==> src/rtl/nib_radix_pkg.sv <==
package nib_radix_pkg;

    typedef enum logic [1:0] {
        OP_ADD = 2'b00,
        OP_SUB = 2'b01,
        OP_INC = 2'b10,
        OP_DEC = 2'b11
    } nib_op_e;

    typedef enum logic [1:0] {
        FM_B_A    = 2'b00,
        FM_B_MEM  = 2'b01,
        FM_MEM_B  = 2'b10,
        FM_MEM_0  = 2'b11
    } nib_form_e;

    typedef enum logic [1:0] {
        ST_IDLE   = 2'b00,
        ST_FETCH  = 2'b01,
        ST_COMMIT = 2'b10
    } nib_state_e;

endpackage

==> src/rtl/nib_radix_dec.sv <==
module nib_radix_dec #(
    parameter int DIG_W = 4
) (
    input  logic [DIG_W-1:0] field,
    input  logic             is_add,
    output logic [DIG_W:0]   radix
);
    localparam logic [DIG_W:0] FULL = (DIG_W+1)'(1) << DIG_W;

    always_comb begin
        if (field == '0)
            radix = FULL;
        else if (is_add)
            radix = FULL - {1'b0, field};
        else
            radix = {1'b0, field};
    end
endmodule

==> src/rtl/nib_adjust_alu.sv <==
module nib_adjust_alu #(
    parameter int DIG_W = 4
) (
    input  logic [DIG_W-1:0] lhs,
    input  logic [DIG_W-1:0] rhs,
    input  logic             cin,
    input  logic             is_sub,
    input  logic [DIG_W:0]   radix,
    output logic [DIG_W-1:0] res,
    output logic             cout
);
    localparam int SW = DIG_W + 2;

    logic [SW-1:0] lhs_x, rhs_x, cin_x, rad_x, raw, adj;

    always_comb begin
        lhs_x = SW'(lhs);
        rhs_x = SW'(rhs);
        cin_x = SW'(cin);
        rad_x = SW'(radix);
        if (is_sub) begin
            raw  = lhs_x - rhs_x - cin_x;
            cout = raw[SW-1];
            adj  = cout ? raw + rad_x : raw;
        end else begin
            raw  = lhs_x + rhs_x + cin_x;
            cout = (raw >= rad_x);
            adj  = cout ? raw - rad_x : raw;
        end
        res = adj[DIG_W-1:0];
    end
endmodule

==> src/rtl/nib_radix_alu.sv <==
module nib_radix_alu
    import nib_radix_pkg::*;
#(
    parameter int DIG_W = 4,
    parameter int PTR_W = 8
) (
    input  logic             clk,
    input  logic             rst_n,
    input  logic             start,
    input  logic [1:0]       op_sel,
    input  logic [1:0]       form_sel,
    input  logic             use_y,
    input  logic             post_inc,
    input  logic [DIG_W-1:0] radix_field,
    input  logic [DIG_W-1:0] reg_a,
    input  logic [DIG_W-1:0] reg_b,
    input  logic [PTR_W-1:0] reg_x,
    input  logic [PTR_W-1:0] reg_y,
    input  logic             carry_in,
    input  logic [DIG_W-1:0] mem_rdata,
    output logic             busy,
    output logic [PTR_W-1:0] mem_addr,
    output logic             mem_re,
    output logic             mem_we,
    output logic [DIG_W-1:0] mem_wdata,
    output logic             b_we,
    output logic [DIG_W-1:0] b_wdata,
    output logic             x_we,
    output logic [PTR_W-1:0] x_wdata,
    output logic             y_we,
    output logic [PTR_W-1:0] y_wdata,
    output logic             flag_we,
    output logic             carry_out,
    output logic             zero_out
);
    localparam logic [PTR_W-1:0] PTR_ONE = PTR_W'(1);
    localparam logic [DIG_W-1:0] DIG_ONE = DIG_W'(1);

    nib_state_e       state_q, state_d;
    nib_op_e          op_q;
    nib_form_e        form_q;
    logic [DIG_W-1:0] field_q, a_q, b_q, res_q;
    logic [PTR_W-1:0] ptr_q;
    logic             use_y_q, pinc_q, cin_q, cout_q;

    logic             is_add, reads_mem, writes_b;
    logic [DIG_W-1:0] lhs, rhs, alu_res;
    logic             alu_cin, alu_cout;
    logic [DIG_W:0]   radix;

    assign is_add    = (op_q == OP_ADD) || (op_q == OP_INC);
    assign writes_b  = ((op_q == OP_ADD) || (op_q == OP_SUB)) &&
                       ((form_q == FM_B_A) || (form_q == FM_B_MEM));
    assign reads_mem = !(((op_q == OP_ADD) || (op_q == OP_SUB)) && (form_q == FM_B_A));

    nib_radix_dec #(.DIG_W(DIG_W)) u_dec (
        .field  (field_q),
        .is_add (is_add),
        .radix  (radix)
    );

    always_comb begin
        lhs     = mem_rdata;
        rhs     = DIG_ONE;
        alu_cin = 1'b0;
        if ((op_q == OP_ADD) || (op_q == OP_SUB)) begin
            alu_cin = cin_q;
            unique case (form_q)
                FM_B_A:   begin lhs = b_q;       rhs = a_q;       end
                FM_B_MEM: begin lhs = b_q;       rhs = mem_rdata; end
                FM_MEM_B: begin lhs = mem_rdata; rhs = b_q;       end
                FM_MEM_0: begin lhs = mem_rdata; rhs = '0;        end
            endcase
        end
    end

    nib_adjust_alu #(.DIG_W(DIG_W)) u_alu (
        .lhs    (lhs),
        .rhs    (rhs),
        .cin    (alu_cin),
        .is_sub (!is_add),
        .radix  (radix),
        .res    (alu_res),
        .cout   (alu_cout)
    );

    // next-state logic
    always_comb begin
        state_d = state_q;
        unique case (state_q)
            ST_IDLE:   if (start) state_d = ST_FETCH;
            ST_FETCH:  state_d = ST_COMMIT;
            ST_COMMIT: state_d = ST_IDLE;
            default:   state_d = ST_IDLE;
        endcase
    end

    // state register and operand / result capture
    always_ff @(posedge clk or negedge rst_n) begin
        if (!rst_n) begin
            state_q <= ST_IDLE;
            op_q    <= OP_ADD;
            form_q  <= FM_B_A;
            field_q <= '0;
            a_q     <= '0;
            b_q     <= '0;
            ptr_q   <= '0;
            use_y_q <= 1'b0;
            pinc_q  <= 1'b0;
            cin_q   <= 1'b0;
            res_q   <= '0;
            cout_q  <= 1'b0;
        end else begin
            state_q <= state_d;
            if (state_q == ST_IDLE && start) begin
                op_q    <= nib_op_e'(op_sel);
                form_q  <= nib_form_e'(form_sel);
                field_q <= radix_field;
                a_q     <= reg_a;
                b_q     <= reg_b;
                ptr_q   <= use_y ? reg_y : reg_x;
                use_y_q <= use_y;
                pinc_q  <= post_inc;
                cin_q   <= carry_in;
            end
            if (state_q == ST_FETCH) begin
                res_q  <= alu_res;
                cout_q <= alu_cout;
            end
        end
    end

    // outputs
    always_comb begin
        busy      = (state_q != ST_IDLE);
        mem_addr  = ptr_q;
        mem_re    = 1'b0;
        mem_we    = 1'b0;
        b_we      = 1'b0;
        x_we      = 1'b0;
        y_we      = 1'b0;
        flag_we   = 1'b0;
        mem_wdata = res_q;
        b_wdata   = res_q;
        x_wdata   = ptr_q + PTR_ONE;
        y_wdata   = ptr_q + PTR_ONE;
        carry_out = cout_q;
        zero_out  = (res_q == '0);
        unique case (state_q)
            ST_IDLE:   ;
            ST_FETCH:  mem_re = reads_mem;
            ST_COMMIT: begin
                flag_we = 1'b1;
                b_we    = writes_b;
                mem_we  = !writes_b;
                x_we    = pinc_q && reads_mem && !use_y_q;
                y_we    = pinc_q && reads_mem && use_y_q;
            end
            default:   ;
        endcase
    end


    dest_excl_chk: assert property (@(posedge clk) disable iff (!rst_n)
        !(b_we && mem_we));


    ptr_excl_chk: assert property (@(posedge clk) disable iff (!rst_n)
        !(x_we && y_we));


    start_seq_chk: assert property (@(posedge clk) disable iff (!rst_n)
        (start && !busy) |=> (busy && !flag_we && !b_we && !mem_we));


    commit_end_chk: assert property (@(posedge clk) disable iff (!rst_n)
        flag_we |=> !busy);


    wr_addr_chk: assert property (@(posedge clk) disable iff (!rst_n)
        mem_we |-> ($past(mem_re) && $stable(mem_addr)));


    flag_phase_chk: assert property (@(posedge clk) disable iff (!rst_n)
        flag_we |-> $past(busy));

endmodule

==> config.mk <==
export PLATFORM = sky130hd
export DESIGN_NAME = nib_radix_alu
export DESIGN_NICKNAME = d
export VERILOG_FILES = /design/src/rtl/nib_radix_pkg.sv /design/src/rtl/nib_radix_dec.sv /design/src/rtl/nib_adjust_alu.sv /design/src/rtl/nib_radix_alu.sv
export SDC_FILE = /design/constraint.sdc
export NUM_CORES = 1
export LEC_CHECK = 0
export ABC_AREA = 1
export BUFFER_PORTS_ARGS = -buffer_cell sky130_fd_sc_hd__buf_2
export CORE_UTILIZATION = 53
export CTS_CLUSTER_DIAMETER = 120
export CTS_CLUSTER_SIZE = 40
export DETAILED_ROUTE_END_ITERATION = 7
export PLACE_DENSITY = 0.82
export SYNTH_ARGS = -nofsm -noshare
export SYNTH_HDL_FRONTEND = slang
export SYNTH_HIERARCHICAL = 1
export SYNTH_SLANG_ARGS = --single-unit
==> constraint.sdc <==
create_clock -name clk -period 4.3 [get_ports clk]
set_clock_uncertainty 0.1 [all_clocks]
set_input_delay 0 -clock clk [delete_from_list [all_inputs] [get_ports clk]]
set_output_delay 0 -clock clk [all_outputs]
set_load 0.02 [all_outputs]
==> results.json <==
{
  "grt_pass1_wl_um": 11300,
  "nets": 568,
  "synth_async_sr_flop_share": 1.00,
  "first_global_vias": 2718,
  "clock_tree.root_cell": "sky130_fd_sc_hd__clkbuf_8",
  "drt_wl_total_um": 6910,
  "first_pass_iters": 4,
  "syn-cell-area_um2": 2790,
  "synth_top_flop_cell": "sky130_fd_sc_hd__dfrtp_1",
  "worstSetupStartpointType": "register",
  "floorplan.rows": 26,
  "outcome": "complete, no violations",
  "die_w_um": 74.6,
  "core_area_um2": 5070,
  "maximum_number_of_pins_on_one_net_before_global_route_repair": 39,
  "globalRoute.totalOverflow": 0,
  "worst_pin_slew_ps": 726,
  "final-instance-count-excl-fill": 573,
  "syn_to_final_growth_pct": 28.3,
  "fin_area_um2": 3580,
  "final.min_clock_period_ps": 3660,
  "avgViaCountPerCell": 4.91,
  "multi_input_comb_area_um2": 1580,
  "power_w": 0.00245,
  "synth-seq-area-share": 0.305,
  "min_delay_path_depth": 3,
  "dp_cells": 530,
  "worst_setup_hold_path_clk_slew_ps": 70,
  "setup_viol": 0,
  "layout.filler_cells": 418,
  "vdd.ir_drop.worst_mv": 0.348,
  "hold_viol_final": 0,
  "cell_area_after_placement_um2": 3130,
  "number_of_antenna_violations_at_the_first_check_in_global_routing": 0,
  "design.die.area_um2": 5560,
  "io_buffers": 82,
  "crit_path_max_fanout": 8,
  "tritoncts.num_buffers": 5,
  "drt-wirelength-per-cell_um": 12.1,
  "sequential_cell_area_um2": 851,
  "synth_area_per_cell_um2": 7.01,
  "required_time_of_the_worst_setup_path_ps": 4380,
  "synth_seq_cells": 34,
  "num_vias": 2811,
  "diodes": 0,
  "timing.setup.critical_path_class": "register to register",
  "synth_fp_nets": 464,
  "antenna_left": 0,
  "post_synth_num_cell_types": 33,
  "setup_repair_after_global_routing_missed_its_margin": "no",
  "detail_route.iter0.violations": 152,
  "htreeDepth": 2,
  "drc": 0,
  "floorplan.initialDensity": 0.550,
  "powerDensity_nw_per_um2": 683,
  "gr-usage-all-layers": 0.270,
  "die_h_um": 74.6,
  "worstHoldPathType": "input pin to register",
  "cts_num_sinks": 34,
  "r2r_setup_slack_ps": 640,
  "post_cts.repair.setup_buffers": 0,
  "maxSlewHeadroom": 0.516,
  "post_cts_resize_count": 0,
  "cts.path.max_buffers": 2,
  "ctsHoldBuffers": 35,
  "design.portCount": 83,
  "fmax_mhz": 273,
  "syn_inst": 398,
  "post-route-period-util": 0.851,
  "yosys_warnings": 6,
  "clock_tree_from_tritoncts": "done",
  "layout-drive-gt1-share": 0.229,
  "synth-edff-count": 0,
  "dp_hpwl_um": 4890,
  "worst-r2r-cell-count": 20,
  "crit_path_end_kind": "register",
  "critPathArrivalTime_ps": 3740,
  "gp_congestion": 0.896,
  "maxCapViolCount": 0,
  "clock_insertion_delay_worst_skew_ps": 290,
  "p_leak_nw": 2.05,
  "final.setup.tns_ps": 0,
  "drv_slew": 0
}
state kept, by name (all words and copies together), names as in the netlist:
register,flops
b_wdata,4
state_q,2
field_q,4
a_q,4
form_q,2
b_q,4
use_y_q,1
mem_addr,8
cin_q,1
op_q,2
carry_out,1
pinc_q,1
per-stage QoR:
stage          hold WS, ps  setup WS (ps)   util
2_1_floorplan         -396           1070      -
3_3_place_gp         -6.29            842  0.618
3_5_place_dp          4.97            735  0.618
4_1_cts               60.3            708  0.705
5_1_grt                104            221  0.705
6_report              64.4            643  0.705
cells in the final DEF (no fill, tap or decap), types with 5 or more instances in the layout:
cell type and n:
sky130_fd_sc_hd__nand2_1 161, sky130_fd_sc_hd__buf_2 82, sky130_fd_sc_hd__inv_1 48, sky130_fd_sc_hd__dlygate4sd3_1 35, sky130_fd_sc_hd__dfrtp_1 34, sky130_fd_sc_hd__nand3_1 30
sky130_fd_sc_hd__ha_1 19, sky130_fd_sc_hd__nor2_1 14, sky130_fd_sc_hd__o21ai_0 13, sky130_fd_sc_hd__xor2_1 9, sky130_fd_sc_hd__inv_2 7, sky130_fd_sc_hd__a21oi_1 7
sky130_fd_sc_hd__clkbuf_8 6, sky130_fd_sc_hd__fa_1 5
critical path, cell delays in order, from the launching register on:
cell and delay (ps):
sky130_fd_sc_hd__dfrtp_1 460, sky130_fd_sc_hd__nor2_2 270, sky130_fd_sc_hd__inv_1 150, sky130_fd_sc_hd__nand2_1 80
sky130_fd_sc_hd__nand2_1 70, sky130_fd_sc_hd__ha_1 530, sky130_fd_sc_hd__inv_2 80, sky130_fd_sc_hd__a21oi_1 170
sky130_fd_sc_hd__o31ai_2 100, sky130_fd_sc_hd__xor2_1 200, sky130_fd_sc_hd__inv_1 70, sky130_fd_sc_hd__ha_1 330
sky130_fd_sc_hd__a21o_1 180, sky130_fd_sc_hd__a21oi_1 120, sky130_fd_sc_hd__nand3_1 220, sky130_fd_sc_hd__inv_1 130
sky130_fd_sc_hd__nand2_1 60, sky130_fd_sc_hd__nand3_1 80, sky130_fd_sc_hd__nand2_1 50, sky130_fd_sc_hd__nand2_1 50
sky130_fd_sc_hd__nand2_1 40
layer usage:
layer | track usage | up-vias | wire (um)
met5 | 0 | - | 0
met4 | 0.124 | 0 | 253
met3 | 0.0610 | 27 | 313
met2 | 0.510 | 90 | 3660
met1 | 0.281 | 1266 | 2690
li1 | - | 1428 | -
cells by family (layout without fill, tap and decap cells):
| kind of cell | after synthesis | after routing | synth area share |
|---|---|---|---|
| compound gates | 38 | 38 | 0.0897 |
| xor+xnor | 10 | 10 | 0.0314 |
| fa+ha+maj | 24 | 24 | 0.121 |
| buf+inv | 76 | 181 | 0.130 |
| flops | 34 | 34 | 0.305 |
| simple gates | 216 | 216 | 0.322 |
cells in the mapped netlist, drive strengths merged, types with 3 or more instances:
| cell type | count | area, um2 |
|---|---|---|
| inv | 55 | 206 |
| dfrtp | 34 | 851 |
| fa | 5 | 100 |
| nand3 | 33 | 188 |
| ha | 19 | 238 |
| nor2 | 15 | 58.8 |
| xor2 | 9 | 78.8 |
| buf | 19 | 150 |
| nand2 | 166 | 641 |
| o211ai | 3 | 22.5 |
| a21oi | 10 | 68.8 |
| o21ai | 21 | 120 |
worst paths after layout:
kind,to,startpoint
worst max-delay path,b_wdata[3],form_q[1]
worst min-delay path,use_y_q,start
worst max register to register,b_wdata[3],form_q[1]
worst min register to register,pinc_q,pinc_q
max in group asynchronous,cin_q,rst_n
min in group asynchronous,field_q[1],rst_n
where the power goes:
group          total, W  internal (W)  switching [W]  leakage (nW)
registers      0.000492      0.000406      0.0000855         0.422
logic           0.00170      0.000643        0.00106          1.58
clock network  0.000251      0.000129       0.000122        0.0472
area by class of cell:
type | instances | share of cell area
tap | 70 | 0.0245
multi-input combinational | 288 | 0.440
clock inverter | 2 | 0.00350
timing repair buffer | 117 | 0.213
clock buffer | 6 | 0.0231
inverter | 56 | 0.0587
sequential | 34 | 0.238
No activity file was read; power rests on OpenSTA's default activity.
